**src/rtl/slr_pkg.sv**
```systemverilog
package slr_pkg;

  // Strobes issued by the control path to the datapath for one system clock.
  typedef struct packed {
    logic shift;     // shift sinBit into the LSB end
    logic sinBit;    // synchronized serial data
    logic wrDc;      // copy shift register into trim register
    logic wrGs;      // copy (possibly shifted) contents into brightness register
    logic ldStatus;  // overwrite shift register with the status word
    logic modeDc;    // active mode: 1 = trim, 0 = brightness
  } slrStrobe_t;

endpackage

```
**src/rtl/slr_ctrl.sv**
```systemverilog
module slr_ctrl
  import slr_pkg::*;
#(
  parameter int SYNC_STAGES = 2
) (
  input  logic       clk,
  input  logic       rstN,
  input  logic       sclkIn,
  input  logic       sinIn,
  input  logic       xlatIn,
  input  logic       modeIn,
  output slrStrobe_t strb,
  output logic       protoErr
);

  localparam int LAST = SYNC_STAGES - 1;

  // Bit order per stage: {mode, xlat, sin, sclk}
  logic [3:0] syncReg [SYNC_STAGES];

  always_ff @(posedge clk or negedge rstN) begin
    if (!rstN) begin
      for (int i = 0; i < SYNC_STAGES; i++) syncReg[i] <= '0;
    end else begin
      syncReg[0] <= {modeIn, xlatIn, sinIn, sclkIn};
      for (int i = 1; i < SYNC_STAGES; i++) syncReg[i] <= syncReg[i-1];
    end
  end

  logic sclkS, sinS, xlatS, modeS;
  assign sclkS = syncReg[LAST][0];
  assign sinS  = syncReg[LAST][1];
  assign xlatS = syncReg[LAST][2];
  assign modeS = syncReg[LAST][3];

  logic sclkPrev, xlatPrev;
  logic modeEff, needExtra, armed, errReg;

  logic sclkRise, xlatRise, gsStrobe, commit;
  assign sclkRise = sclkS & ~sclkPrev;
  assign xlatRise = xlatS & ~xlatPrev;
  assign gsStrobe = xlatRise & ~modeEff & ~armed;
  assign commit   = sclkRise & armed & ~modeEff;

  always_comb begin
    strb          = '0;
    strb.sinBit   = sinS;
    strb.modeDc   = modeEff;
    strb.shift    = sclkRise;
    strb.wrDc     = xlatRise & modeEff;
    strb.wrGs     = (gsStrobe & ~needExtra) | commit;
    strb.ldStatus = (gsStrobe & ~needExtra) | commit;
  end

  always_ff @(posedge clk or negedge rstN) begin
    if (!rstN) begin
      sclkPrev  <= 1'b0;
      xlatPrev  <= 1'b0;
      modeEff   <= 1'b0;
      needExtra <= 1'b0;
      armed     <= 1'b0;
      errReg    <= 1'b0;
    end else begin
      sclkPrev <= sclkS;
      xlatPrev <= xlatS;
      if (!xlatS) modeEff <= modeS;
      if (xlatS && (modeS != modeEff)) errReg <= 1'b1;
      if (xlatRise && modeEff) begin
        needExtra <= 1'b1;
        armed     <= 1'b0;
      end else if (gsStrobe && needExtra) begin
        needExtra <= 1'b0;
        armed     <= 1'b1;
      end else if (commit) begin
        armed <= 1'b0;
      end
    end
  end

  assign protoErr = errReg;

  AST_ONE_TARGET: assert property (@(posedge clk) disable iff (!rstN)
    !(strb.wrDc && strb.wrGs));

  AST_ERR_STICKY: assert property (@(posedge clk) disable iff (!rstN)
    protoErr |=> protoErr);

  AST_MODE_FROZEN: assert property (@(posedge clk) disable iff (!rstN)
    (xlatS && $past(xlatS)) |-> $stable(strb.modeDc));

endmodule

```
**src/rtl/slr_datapath.sv**
```systemverilog
module slr_datapath
  import slr_pkg::*;
#(
  parameter int CH      = 16,
  parameter int DC_BITS = 6,
  parameter int GS_BITS = 12
) (
  input  logic                    clk,
  input  logic                    rstN,
  input  slrStrobe_t              strb,
  input  logic [CH-1:0]           lodFlags,
  input  logic                    tefFlag,
  output logic                    sout,
  output logic [CH*DC_BITS-1:0]   dcReg,
  output logic [CH*GS_BITS-1:0]   gsReg
);

  localparam int DC_LEN     = CH * DC_BITS;
  localparam int GS_LEN     = CH * GS_BITS;
  localparam int FLAG_FIELD = ((CH + 1 + 7) / 8) * 8;
  localparam int DC_TOP     = GS_LEN - 1 - FLAG_FIELD;

  logic [GS_LEN-1:0] shiftReg, shifted, statusWord;

  assign shifted = {shiftReg[GS_LEN-2:0], strb.sinBit};

  always_comb begin
    statusWord                     = '0;
    statusWord[GS_LEN-1 -: CH]     = lodFlags;
    statusWord[GS_LEN-1-CH]        = tefFlag;
    statusWord[DC_TOP -: DC_LEN]   = dcReg;
  end

  always_ff @(posedge clk or negedge rstN) begin
    if (!rstN) begin
      shiftReg <= '0;
      dcReg    <= '0;
      gsReg    <= '0;
    end else begin
      if (strb.ldStatus)   shiftReg <= statusWord;
      else if (strb.shift) shiftReg <= shifted;
      if (strb.wrDc) dcReg <= shiftReg[DC_LEN-1:0];
      if (strb.wrGs) gsReg <= strb.shift ? shifted : shiftReg;
    end
  end

  assign sout = strb.modeDc ? shiftReg[DC_LEN-1] : shiftReg[GS_LEN-1];

  AST_DC_HOLD: assert property (@(posedge clk) disable iff (!rstN)
    !strb.wrDc |=> $stable(dcReg));

  AST_GS_HOLD: assert property (@(posedge clk) disable iff (!rstN)
    !strb.wrGs |=> $stable(gsReg));

  AST_DC_CAPTURE: assert property (@(posedge clk) disable iff (!rstN)
    strb.wrDc |=> dcReg == $past(shiftReg[DC_LEN-1:0]));

  AST_STATUS_MSB: assert property (@(posedge clk) disable iff (!rstN)
    strb.ldStatus |=> shiftReg[GS_LEN-1] == $past(lodFlags[CH-1]));

endmodule

```
**src/rtl/mode_serial_loader.sv**
```systemverilog
module mode_serial_loader
  import slr_pkg::*;
#(
  parameter int CH          = 16,
  parameter int DC_BITS     = 6,
  parameter int GS_BITS     = 12,
  parameter int SYNC_STAGES = 2
) (
  input  logic                  clk,
  input  logic                  rstN,
  input  logic                  sclkIn,
  input  logic                  sinIn,
  input  logic                  xlatIn,
  input  logic                  modeIn,
  input  logic [CH-1:0]         lodFlags,
  input  logic                  tefFlag,
  output logic                  soutOut,
  output logic [CH*DC_BITS-1:0] dcOut,
  output logic [CH*GS_BITS-1:0] gsOut,
  output logic                  protoErr
);

  slrStrobe_t strb;

  slr_ctrl #(.SYNC_STAGES(SYNC_STAGES)) u_ctrl (
    .clk      (clk),
    .rstN     (rstN),
    .sclkIn   (sclkIn),
    .sinIn    (sinIn),
    .xlatIn   (xlatIn),
    .modeIn   (modeIn),
    .strb     (strb),
    .protoErr (protoErr)
  );

  slr_datapath #(.CH(CH), .DC_BITS(DC_BITS), .GS_BITS(GS_BITS)) u_dp (
    .clk      (clk),
    .rstN     (rstN),
    .strb     (strb),
    .lodFlags (lodFlags),
    .tefFlag  (tefFlag),
    .sout     (soutOut),
    .dcReg    (dcOut),
    .gsReg    (gsOut)
  );

endmodule

```
**config.mk**
```make
export PLATFORM = sky130hd
export DESIGN_NAME = mode_serial_loader
export DESIGN_NICKNAME = d
export VERILOG_FILES = /design/src/rtl/slr_pkg.sv /design/src/rtl/slr_ctrl.sv /design/src/rtl/slr_datapath.sv /design/src/rtl/mode_serial_loader.sv
export SDC_FILE = /design/constraint.sdc
export NUM_CORES = 1
export LEC_CHECK = 0
export ABC_CLOCK_PERIOD_IN_PS = 2400
export CORE_ASPECT_RATIO = 1.1
export CORE_UTILIZATION = 40
export DETAILED_ROUTE_END_ITERATION = 12
export SLEW_MARGIN = 25
export SYNTH_ARGS = -nofsm -noshare
export SYNTH_HDL_FRONTEND = slang
export SYNTH_SLANG_ARGS = --single-unit
```
**constraint.sdc**
```tcl
create_clock -name clk -period 2.4 [get_ports clk]
set_input_delay 0.72 -clock clk [delete_from_list [all_inputs] [get_ports clk]]
set_output_delay 0.72 -clock clk [all_outputs]
set_load 0.02 [all_outputs]
```
==> metrics <==
worst path required time 1.68 ns; Mean Syn Cell Area 14.9 µm²; clk_lat worst skew 0.59 ns; setup violators final 0; fin area 26,000 µm²; Final Hold Fails 0; Syn-to-layout area delta 30.1%; status complete, no violations; Final nets 1,694; total power 21.2 mW; clock tree buffer depth 3; RSZ-0062 raised after global routing no; asr flop ratio synth 1.00; Die Ht 236 µm; GRT met3 Usage 0.0561; crit end category output port; crit-path cells clkdlybuf4s50_1; post-synth top area cell dfrtp_1; GR Overflow Total 0; Synth Instances 1,336; CTS tree built; dpl hpwl 30,300 µm; GR Util met1 0.221; Worst Setup SP u_dp.dcReg[4]$_DFFE_PN0P_; post-placement cell area 24,200 µm²; crit path time final 2.34 ns; Syn Nets 1,359; most common cell in the netlist dfrtp_1; # hold bufs at CTS 0; Max Cap Viol 0; CP Buf/Inv Count 1; setup TNS 0 ns; share of layout cells above drive strength 1 0.221; max_slew headroom 0.638; Clk pin slew, worst setup/hold paths 0.06 ns; CP Depth 1; crit-path leading delay family buffers and inverters; Commonest cells post-synth 494 x dfrtp_1, 246 x mux2_2, 191 x mux2_1; grt met2 use 0.295; Synth top area share 0.620; P_leak 12.8 nW; initial DRC count 486; worst slew pin tran 0.542 ns; vias in the first global route 12,400; DP Worst Slack 0.212 ns; largest net degree at the start of global routing 84; diode count 0; Setup crit start kind register; Vias 11,400; wire per inst 18.7 µm; non-filler cells, final 2,365; Die W 215 µm; H-tree lvl count 2; Critical Path Fanout Max 3; Routed WL 44,100 µm; dpl cells 2,268; sequential fraction of the synthesis area 0.620; Max Clock Freq 427 MHz; EDFF count, synth 0; Top FF cell, synth dfrtp_1; layer carrying the most global-route usage met2; Crit Path Class reg -> out; core outline area 49,100 µm²; Distinct cells, synth 20; FP Rows 85; vias per cell 4.82; CTS Root Cell clkbuf_16; critical path's slowest cell clkdlybuf4s50_1; clk_skew 0.0287 ns; Critical Path AT 1.62 ns; fin crit share 0.977; Register-to-Register Path Depth 5; Hold Path Class in -> async; Num CTS Buffers 53; Die ar. 50,800 µm²; Post-DRT Antenna Nets 0; Synth area leaders dfrtp_1 62%, mux2_2 14%, mux2_1 11%; DR pass1 iterations 4; Post-CTS Setup Inserts 0; Starting Density 0.406; Mapped Area 19,900 µm²; FF+latch count, synth 494; reg2reg setup slack 0.23 ns; pwr dens 818 nW/µm²; first-pass GRT wire length 71,400 µm; peak supply drop 0.752 mV; Synth warnings 0; r2r startpoint u_ctrl.modeEff$_DFFE_PN0N_; Max Slew Vio Count 0; # IOs 313; GRT Overall Usage 0.178; peak per-stage delay on the critical path 0.67 ns; initial antenna violation count 1; Sink Count 494; port bufs 312; Worst Slack Setup Final 0.0555 ns; DRC viols 0; gp weighted congestion 0.733
==> report_power, final <==
group	switching [mW]	internal [mW]
sequential	0.530	9.11
combinational	1.75	1.73
clock	3.27	4.83
total	5.55	15.7
==> sequential cells by signal, indices dropped and copies added, names as in the netlist, 5 cells and up <==
| signal | count |
|---|---|
| u_ctrl.syncReg | 5 |
| u_dp.dcReg | 96 |
| u_dp.gsReg | 192 |
| u_dp.shiftReg | 192 |
==> through the flow <==
step	hold slack, ns	utilization
after CTS	0.0107	0.527
final	0.0293	0.528
after global placement	0.338	0.492
after floorplan	0.331	-
after global routing	0.0177	0.528
after detailed placement	0.338	0.492
==> cells in the final DEF, fill, tap and decap left out, drive strengths merged <==
cell type,Yosys,routed
inv,80,82
clkbuf,12,81
nor2b,1,1
o21ai,2,2
dfrtp,494,494
nor2,80,80
clkdlybuf4s15,0,1
mux2,437,437
a21o,1,1
xor2,1,1
buf,63,44
bufinv,0,2
clkdlybuf4s50,0,276
dlygate4sd2,0,18
mux2i,158,158
dlymetal6s2s,0,16
nand4bb,1,1
nand2,2,2
nand2b,1,1
clkinv,0,12
o41ai,1,1
nand3b,1,1
o311ai,1,1
==> final timing paths <==
check / endpoint
min in group clk: u_ctrl.sclkS$_DFF_PN0_
min reg2reg: u_ctrl.sclkS$_DFF_PN0_
max: dcOut[4]
max in group asynchronous: u_dp.gsReg[32]$_DFFE_PN0P_
max reg2reg: u_dp.shiftReg[132]$_DFF_PN0_
min: u_dp.gsReg[126]$_DFFE_PN0P_
==> per-layer routing <==
metal	up-vias	part of all wire	routed length, µm
met5	-	0	0
met4	0	0.021	913
met3	63	0.070	3070
met2	239	0.49	21600
met1	5830	0.42	18600
li1	5263	-	-
==> timing repair <==
action                                  4_1_cts  5_1_grt
gates resized for setup                      21       16
endpoints found under the setup margin       19       16
endpoints found under the hold margin         0        0
==> area by class of cell <==
type	instances	area, µm²
clock buffer	81	1610
clock inverter	16	141
fill	4195	23200
inverter	80	300
multi-input combinational	687	6910
sequential	494	12400
tap	652	816
timing repair buffer	355	3810
==> logic make-up (layout without fill, tap and decap cells) <==
kind of cell / Yosys count / in the layout / synth area share
multiplexers: 595 / 595 / 0.326
buffers and inverters: 155 / 532 / 0.0342
XOR/XNOR: 1 / 1 / 0.000439
AND/OR/NAND/NOR: 86 / 86 / 0.0170
flip-flops: 494 / 494 / 0.620
AO/OA/AOI/OAI: 5 / 5 / 0.00270
Note: power is estimated with default switching activity, not from simulation.
